**src/rtl/lcd_seq_pkg.sv**
```systemverilog
package lcd_seq_pkg;
  localparam int NUM_COM   = 4;
  localparam int COM_IDX_W = 2;
  localparam int TAP_W     = 5;
  localparam int CTRL_W    = 7;

  typedef enum logic [1:0] {
    DUTY_QUARTER = 2'd0,
    DUTY_THIRD   = 2'd1,
    DUTY_HALF    = 2'd2,
    DUTY_STATIC  = 2'd3
  } duty_e;

  typedef struct packed {
    logic       seg_force;
    logic       ref_hi;
    logic [1:0] fsel;
    duty_e      duty;
    logic       en;
  } ctrl_t;

  localparam logic [1:0] LV_0 = 2'd0;
  localparam logic [1:0] LV_1 = 2'd1;
  localparam logic [1:0] LV_2 = 2'd2;
  localparam logic [1:0] LV_3 = 2'd3;

  function automatic logic [2:0] slots_of(duty_e d);
    case (d)
      DUTY_QUARTER: slots_of = 3'd4;
      DUTY_THIRD:   slots_of = 3'd3;
      DUTY_HALF:    slots_of = 3'd2;
      default:      slots_of = 3'd1;
    endcase
  endfunction
endpackage

```
**src/rtl/lcd_ctrl_reg.sv**
```systemverilog
module lcd_ctrl_reg
  import lcd_seq_pkg::*;
(
  input  logic  clk,
  input  logic  rst,
  input  logic  cfg_we,
  input  ctrl_t wr,
  input  logic  sys_clk_slow,
  input  logic  stop_req,
  output ctrl_t ctrl_q
);
  always_ff @(posedge clk) begin
    if (rst) begin
      ctrl_q <= '0;
    end else begin
      if (cfg_we) begin
        ctrl_q.en        <= wr.en;
        ctrl_q.seg_force <= wr.seg_force;
        if (!ctrl_q.en) begin
          ctrl_q.duty <= wr.duty;
          ctrl_q.fsel <= wr.fsel;
          if (!(wr.ref_hi && sys_clk_slow))
            ctrl_q.ref_hi <= wr.ref_hi;
        end
      end
      if (stop_req)
        ctrl_q.en <= 1'b0;
    end
  end

  AST_CFG_FROZEN: assert property (@(posedge clk) disable iff (rst)
    ctrl_q.en |=> $stable({ctrl_q.duty, ctrl_q.fsel, ctrl_q.ref_hi}));
  AST_STOP_CLEARS: assert property (@(posedge clk) disable iff (rst)
    stop_req |=> !ctrl_q.en);
  AST_NO_FAST_ON_SLOW: assert property (@(posedge clk) disable iff (rst)
    (sys_clk_slow && !ctrl_q.ref_hi) |=> !ctrl_q.ref_hi);
endmodule

```
**src/rtl/lcd_frame_div.sv**
```systemverilog
module lcd_frame_div
  import lcd_seq_pkg::*;
#(
  parameter int                     CNT_W   = 20,
  parameter logic [4*TAP_W-1:0]     HI_TAPS = {5'd16, 5'd17, 5'd18, 5'd19},
  parameter logic [4*TAP_W-1:0]     LO_TAPS = {5'd7, 5'd8, 5'd9, 5'd10}
)(
  input  logic       clk,
  input  logic       rst,
  input  logic       en,
  input  logic       ref_hi,
  input  logic [1:0] fsel,
  input  logic       ref_tick_hi,
  input  logic       ref_tick_lo,
  output logic       base_tick
);
  logic [TAP_W-1:0] tap;
  logic [CNT_W-1:0] mask;
  logic [CNT_W-1:0] cnt_q;
  logic             tick_sel;

  always_comb begin
    tap      = ref_hi ? HI_TAPS[int'(fsel)*TAP_W +: TAP_W]
                      : LO_TAPS[int'(fsel)*TAP_W +: TAP_W];
    tick_sel = ref_hi ? ref_tick_hi : ref_tick_lo;
    mask     = ~({CNT_W{1'b1}} << tap);
    base_tick = en && tick_sel && ((cnt_q & mask) == mask);
  end

  always_ff @(posedge clk) begin
    if (rst || !en) cnt_q <= '0;
    else if (tick_sel) cnt_q <= cnt_q + 1'b1;
  end

  AST_TICK_SPACED: assert property (@(posedge clk) disable iff (rst)
    (base_tick && tap != '0) |=> !base_tick);
endmodule

```
**src/rtl/lcd_slot_seq.sv**
```systemverilog
module lcd_slot_seq
  import lcd_seq_pkg::*;
(
  input  logic                 clk,
  input  logic                 rst,
  input  logic                 en,
  input  duty_e                duty,
  input  logic                 base_tick,
  output logic [COM_IDX_W-1:0] slot_q,
  output logic                 phase_q
);
  logic [2:0] nslots;
  assign nslots = slots_of(duty);

  always_ff @(posedge clk) begin
    if (rst || !en) begin
      slot_q  <= '0;
      phase_q <= 1'b0;
    end else if (base_tick) begin
      if (phase_q) begin
        phase_q <= 1'b0;
        if ({1'b0, slot_q} + 3'd1 == nslots) slot_q <= '0;
        else slot_q <= slot_q + 1'b1;
      end else begin
        phase_q <= 1'b1;
      end
    end
  end

  AST_SLOT_IN_RANGE: assert property (@(posedge clk) disable iff (rst)
    ({1'b0, slot_q} < nslots));
  AST_IDLE_HOME: assert property (@(posedge clk) disable iff (rst)
    !en |=> (slot_q == '0 && !phase_q));
endmodule

```
**src/rtl/lcd_pin_drive.sv**
```systemverilog
module lcd_pin_drive
  import lcd_seq_pkg::*;
#(
  parameter int NUM_SEG    = 16,
  parameter int FORCE_SEGS = 8
)(
  input  logic                   clk,
  input  logic                   rst,
  input  logic                   en,
  input  duty_e                  duty,
  input  logic                   seg_force,
  input  logic [COM_IDX_W-1:0]   slot,
  input  logic                   phase,
  input  logic                   seg_we,
  input  logic [COM_IDX_W-1:0]   seg_row,
  input  logic [NUM_SEG-1:0]     seg_wdata,
  output logic [2*NUM_COM-1:0]   com_level,
  output logic [NUM_COM-1:0]     com_oe,
  output logic [2*NUM_SEG-1:0]   seg_level,
  output logic [NUM_SEG-1:0]     seg_oe
);
  logic [NUM_SEG-1:0] seg_mem [NUM_COM];
  logic [NUM_SEG-1:0] row;
  logic [2:0]         nslots;
  logic               third;

  always_ff @(posedge clk) begin
    if (seg_we) seg_mem[seg_row] <= seg_wdata;
  end

  assign row    = seg_mem[slot];
  assign nslots = slots_of(duty);
  assign third  = (duty == DUTY_QUARTER) || (duty == DUTY_THIRD);

  for (genvar gi = 0; gi < NUM_COM; gi++) begin : g_com
    always_ff @(posedge clk) begin
      if (rst || !en) begin
        com_oe[gi]           <= 1'b1;
        com_level[2*gi +: 2] <= LV_0;
      end else if (3'(gi) >= nslots) begin
        com_oe[gi]           <= 1'b0;
        com_level[2*gi +: 2] <= LV_0;
      end else begin
        com_oe[gi] <= 1'b1;
        if (slot == COM_IDX_W'(gi))
          com_level[2*gi +: 2] <= phase ? LV_0 : LV_3;
        else if (third)
          com_level[2*gi +: 2] <= phase ? LV_2 : LV_1;
        else
          com_level[2*gi +: 2] <= LV_1;
      end
    end
  end

  for (genvar gj = 0; gj < NUM_SEG; gj++) begin : g_seg
    always_ff @(posedge clk) begin
      if (rst || !en) begin
        seg_oe[gj]           <= (gj < FORCE_SEGS) && seg_force && !rst;
        seg_level[2*gj +: 2] <= LV_0;
      end else begin
        seg_oe[gj] <= 1'b1;
        if (third)
          seg_level[2*gj +: 2] <= phase ? (row[gj] ? LV_3 : LV_1)
                                        : (row[gj] ? LV_0 : LV_2);
        else
          seg_level[2*gj +: 2] <= phase ? (row[gj] ? LV_3 : LV_0)
                                        : (row[gj] ? LV_0 : LV_3);
      end
    end
  end

  AST_OFF_PINS_SAFE: assert property (@(posedge clk) disable iff (rst)
    !en |=> (com_oe == '1 && com_level == '0 && seg_level == '0));
  AST_FORCE_DRIVES: assert property (@(posedge clk) disable iff (rst)
    (!en && seg_force) |=> (seg_oe[FORCE_SEGS-1:0] == '1));
endmodule

```
**src/rtl/lcd_wave_seq.sv**
```systemverilog
module lcd_wave_seq
  import lcd_seq_pkg::*;
#(
  parameter int                 NUM_SEG    = 16,
  parameter int                 FORCE_SEGS = 8,
  parameter int                 CNT_W      = 20,
  parameter logic [4*TAP_W-1:0] HI_TAPS    = {5'd16, 5'd17, 5'd18, 5'd19},
  parameter logic [4*TAP_W-1:0] LO_TAPS    = {5'd7, 5'd8, 5'd9, 5'd10}
)(
  input  logic                   clk,
  input  logic                   rst,
  input  logic                   cfg_we,
  input  logic [CTRL_W-1:0]      cfg_wdata,
  output logic [CTRL_W-1:0]      cfg_rdata,
  input  logic                   seg_we,
  input  logic [COM_IDX_W-1:0]   seg_row,
  input  logic [NUM_SEG-1:0]     seg_wdata,
  input  logic                   sys_clk_slow,
  input  logic                   stop_req,
  input  logic                   ref_tick_hi,
  input  logic                   ref_tick_lo,
  output logic [2*NUM_COM-1:0]   com_level,
  output logic [NUM_COM-1:0]     com_oe,
  output logic [2*NUM_SEG-1:0]   seg_level,
  output logic [NUM_SEG-1:0]     seg_oe
);
  ctrl_t                wr;
  ctrl_t                ctrl;
  logic                 base_tick;
  logic [COM_IDX_W-1:0] slot;
  logic                 phase;

  assign wr        = ctrl_t'(cfg_wdata);
  assign cfg_rdata = CTRL_W'(ctrl);

  lcd_ctrl_reg u_ctrl (
    .clk(clk), .rst(rst), .cfg_we(cfg_we), .wr(wr),
    .sys_clk_slow(sys_clk_slow), .stop_req(stop_req), .ctrl_q(ctrl)
  );

  lcd_frame_div #(.CNT_W(CNT_W), .HI_TAPS(HI_TAPS), .LO_TAPS(LO_TAPS)) u_div (
    .clk(clk), .rst(rst), .en(ctrl.en), .ref_hi(ctrl.ref_hi), .fsel(ctrl.fsel),
    .ref_tick_hi(ref_tick_hi), .ref_tick_lo(ref_tick_lo), .base_tick(base_tick)
  );

  lcd_slot_seq u_seq (
    .clk(clk), .rst(rst), .en(ctrl.en), .duty(ctrl.duty),
    .base_tick(base_tick), .slot_q(slot), .phase_q(phase)
  );

  lcd_pin_drive #(.NUM_SEG(NUM_SEG), .FORCE_SEGS(FORCE_SEGS)) u_pins (
    .clk(clk), .rst(rst), .en(ctrl.en), .duty(ctrl.duty), .seg_force(ctrl.seg_force),
    .slot(slot), .phase(phase), .seg_we(seg_we), .seg_row(seg_row),
    .seg_wdata(seg_wdata), .com_level(com_level), .com_oe(com_oe),
    .seg_level(seg_level), .seg_oe(seg_oe)
  );
endmodule

```
**config.mk**
```make
export PLATFORM = sky130hd
export DESIGN_NAME = lcd_wave_seq
export DESIGN_NICKNAME = d
export VERILOG_FILES = /design/src/rtl/lcd_seq_pkg.sv /design/src/rtl/lcd_ctrl_reg.sv /design/src/rtl/lcd_frame_div.sv /design/src/rtl/lcd_slot_seq.sv /design/src/rtl/lcd_pin_drive.sv /design/src/rtl/lcd_wave_seq.sv
export SDC_FILE = /design/constraint.sdc
export NUM_CORES = 1
export LEC_CHECK = 0
export BUFFER_PORTS_ARGS = -buffer_cell sky130_fd_sc_hd__buf_4
export CORE_UTILIZATION = 50
export DETAILED_ROUTE_END_ITERATION = 10
export PLACE_DENSITY = 0.83
export SYNTH_ARGS = -nofsm -noshare
export SYNTH_HDL_FRONTEND = slang
export SYNTH_SLANG_ARGS = --single-unit
```
**constraint.sdc**
```tcl
create_clock -name clk -period 2.2 [get_ports clk]
set_input_delay 0.33 -clock clk [delete_from_list [all_inputs] [get_ports clk]]
set_output_delay 0.33 -clock clk [all_outputs]
set_load 0.02 [all_outputs]
```
==> PnR_summary.wiki <==
{| class="wikitable"
! Metric !! Value
|-
| Outcome || complete, but fails checks
|-
| Violated checks || negative setup slack
|-
| Vias in the first global route || 3826
|-
| Maximum single-stage delay on the critical path || 520 ps
|-
| Largest driver fanout on the critical path || 4
|-
| Number of nets produced by synthesis || 497
|-
| Most used flip-flop cell after synthesis || sky130_fd_sc_hd__dfxtp_1
|-
| Final WL || 11900 um
|-
| Pin slew with the least headroom to its limit || 563 ps
|-
| Data arrival time of the critical path || 2670 ps
|-
| Nets || 624
|-
| Initial antenna violation count || 0
|-
| Top cell type's share of synthesized area || 0.345
|-
| Die Outline Area || 11600 um2
|-
| Pwr per Cell Area || 808 nW/um2
|-
| Leakage power of the design || 2.86 nW
|-
| Ranking of synthesized cells by instance count || sky130_fd_sc_hd__dfxtp_1 (78), sky130_fd_sc_hd__edfxtp_1 (64), sky130_fd_sc_hd__nor2_1 (57)
|-
| Antenna-violating nets left || 0
|-
| Final global-route overflow total || 0
|-
| Vias after detailed routing || 3731
|-
| Share of cells above drive strength 1 || 0.319
|-
| Post-synthesis instance area || 5580 um2
|-
| Max-capacitance violation count || 0
|-
| Worst r2r path cells || 8
|-
| Combined global-route utilization of all metal layers || 0.224
|-
| Mapped Avg Cell Area || 12.3 um2
|-
| Setup repair after global routing missed its margin || true
|-
| FMAX || 451 MHz
|-
| Synthesis-to-layout area growth || 30.2%
|-
| Ranking of synthesized cells by area || sky130_fd_sc_hd__edfxtp_1 (34%), sky130_fd_sc_hd__dfxtp_1 (28%), sky130_fd_sc_hd__mux4_2 (6.5%), sky130_fd_sc_hd__xnor2_1 (4.2%), sky130_fd_sc_hd__nor2_1 (3.8%)
|-
| Global placer's final weighted congestion || 0.889
|-
| First-pass GRT wire length || 18900 um
|-
| Clock net sink count || 142
|-
| Kind of capture point of the worst setup path || flip-flop
|-
| Via-per-instance ratio || 5.10
|-
| Series of cell instances along the critical path || inv_4 -> ha_4 -> nor4b_4 -> a21oi_1 -> a211o_1 -> or4_4 -> or3_1 -> a21oi_1
|-
| Max VDD drop || 0.849 mV
|-
| Area of placed instances || 6490 um2
|-
| Max Clock Skew || 8.04 ps
|-
| Initial Util || 0.514
|-
| Count of standard-cell rows || 38
|-
| Slew Limit Headroom || 0.624
|-
| Clock-pin slew on the worst setup and hold paths || 60 ps
|-
| Min-Delay Path Depth || 2
|-
| Root Driver || sky130_fd_sc_hd__clkbuf_8
|-
| Worst min-delay path class || in -> reg
|-
| Number of buffers created by CTS || 17
|-
| Worst-Skew Late Latency || 530 ps
|-
| Cell type with the highest aggregate area in the netlist || sky130_fd_sc_hd__edfxtp_1
|-
| H-tree levels || 4
|-
| Clock period minus final worst setup slack || 2220 ps
|-
| DRC errors left || 0
|-
| Drt first-iter violations || 220
|-
| Most repeated cell in the gate-level netlist after synthesis || sky130_fd_sc_hd__dfxtp_1
|-
| Max Transition Viols Final || 0
|-
| Min setup slack post-route || -18.9 ps
|-
| Die extent in y || 108 um
|-
| Post-Syn Instances || 452
|-
| Setup-failing EPs final || 1
|-
| Count of different cell masters after synthesis || 40
|-
| Worst hold slack after final layout || 31.6 ps
|-
| Antenna Cells || 0
|-
| Per-cell routed wire length || 16.2 um
|-
| Sum Neg Setup Slack || -18.9 ps
|-
| Total iterations of the first detailed-routing run || 5
|-
| Critical Path RT || 2650 ps
|-
| I/O pin cnt || 100
|-
| FFs w/ async S/R, synth || 0
|-
| Worst-path cell with the longest stage delay || sky130_fd_sc_hd__or4_4
|-
| Post-synthesis sequential area ratio || 0.625
|-
| Hpwl dp || 7800 um
|-
| Yosys warning count || 0
|-
| Quantity of I/O buffers inserted on ports || 99
|-
| Maximum number of pins on one net before global-route repair || 35
|-
| Final instance area || 7260 um2
|-
| Worst Setup Start Kind || flip-flop
|-
| Clock tree from TritonCTS || done
|-
| Final clock period utilization by the worst path || 1.01
|-
| Total core area || 10800 um2
|-
| Die outline width || 108 um
|-
| Number of endpoints with negative hold slack in the final report || 0
|-
| CP most frequent cell || sky130_fd_sc_hd__a21oi_1
|-
| Critical path type || reg -> reg
|-
| Number of storage elements in the synthesis netlist || 142
|-
| Maximum count of clock buffers along a single path || 2
|-
| Total power after layout || 0.00586 W
|-
| Post-synth EDFFs || 64
|}
==> per-layer routing <==
metal	part of all wire	track usage	vias up	wire, um
li1	-	-	1801	-
met1	0.41	0.260	1797	4920
met2	0.51	0.375	115	6080
met3	0.050	0.0726	18	594
met4	0.022	0.106	0	265
met5	0	0	-	0
==> layout by cell type, fill, tap and decap left out, types with 3 or more instances in the layout <==
cell                            synthesis  final
sky130_fd_sc_hd__nand3_1               10     10
sky130_fd_sc_hd__edfxtp_1              64     64
sky130_fd_sc_hd__mux2i_1                4      4
sky130_fd_sc_hd__dlygate4sd3_1          0     17
sky130_fd_sc_hd__dfxtp_1               78     76
sky130_fd_sc_hd__clkinv_4               0      5
sky130_fd_sc_hd__nand2b_1               3      3
sky130_fd_sc_hd__nor3_1                 9      9
sky130_fd_sc_hd__inv_1                 14     12
sky130_fd_sc_hd__nor2_1                57     57
sky130_fd_sc_hd__ha_1                  12     10
sky130_fd_sc_hd__buf_4                 17    127
sky130_fd_sc_hd__nor3b_2                0      3
sky130_fd_sc_hd__and3_1                 4      4
sky130_fd_sc_hd__or3_1                  5      5
sky130_fd_sc_hd__xor2_1                11     11
sky130_fd_sc_hd__nand4_1                6      6
sky130_fd_sc_hd__mux4_2                16     16
sky130_fd_sc_hd__a21oi_1               17     17
sky130_fd_sc_hd__xnor2_1               27     27
sky130_fd_sc_hd__nand2_1               52     52
sky130_fd_sc_hd__o21ai_0                6      4
sky130_fd_sc_hd__clkbuf_16              0     18
==> critical path, delay by kind of cell (launching register included) <==
family                   cells  cell delay (ps)
AO/OA/AOI/OAI                3              500
flip-flops                   1              350
adder cells (fa/ha/maj)      1              160
AND/OR/NAND/NOR              3             1100
buffers and inverters        1               50
==> per-stage QoR <==
stage                     setup slack, ps  std cells  utilization
after floorplan                     -46.7        452            -
after global placement              -10.8        682        0.599
after detailed placement            -50.7        682        0.599
after CTS                           -24.6        732        0.667
after global routing                -96.6        732        0.670
final                               -18.9        732        0.670
==> final cells by class <==
class	count	area, um2
clock inverters	10	78.8
multi-input cells	260	1850
clock buffers	22	485
inverters	14	55.1
flip-flops and latches	142	3490
well taps	140	175
repair buffers	144	1120
fillers	727	3580
==> path summary, 6_finish.rpt <==
kind	endpoint	slack [ps]	start
worst max-delay path	u_seq.phase_q	-20	u_ctrl.ctrl_q[5]
worst min-delay path	u_ctrl.ctrl_q[3]	30	rst
worst max register to register	u_seq.phase_q	-20	u_ctrl.ctrl_q[5]
worst min register to register	u_div.cnt_q[15]	490	u_div.cnt_q[15]
==> power breakdown <==
part	internal (W)	switching [W]
Clock	0.00156	0.00109
Combinational	0.000175	0.000179
Sequential	0.00284	0.0000285
==> cells by family after synthesis <==
| logic type | after synthesis | synth area share |
|---|---|---|
| adders and majority gates | 12 | 0.0269 |
| xor gates and xnor gates | 38 | 0.0597 |
| DFF | 142 | 0.625 |
| buffers and inverters | 50 | 0.0518 |
| and+or+nand+nor | 159 | 0.132 |
| muxes | 21 | 0.0745 |
| AOI/OAI and AO/OA | 30 | 0.0307 |
==> state kept, by name, summed over array words and instances (netlist names), named ones only <==
name	count
u_seq.slot_q	2
u_pins.seg_level	32
u_ctrl.ctrl_q	7
u_div.cnt_q	20
u_seq.phase_q	1
u_pins.com_oe	4
u_pins.com_level	8
u_pins.seg_mem	64
u_pins.seg_oe	2
==> repair_timing <==
item | CTS | global route
endpoints found under the hold margin | 65 | 0
gates resized for setup | 1 | 7
buffers inserted | 1 | 0
pin swaps | 1 | 1
endpoints found under the setup margin | 5 | 6
hold buffers | 17 | 0
(Power assumes the default switching activity.)
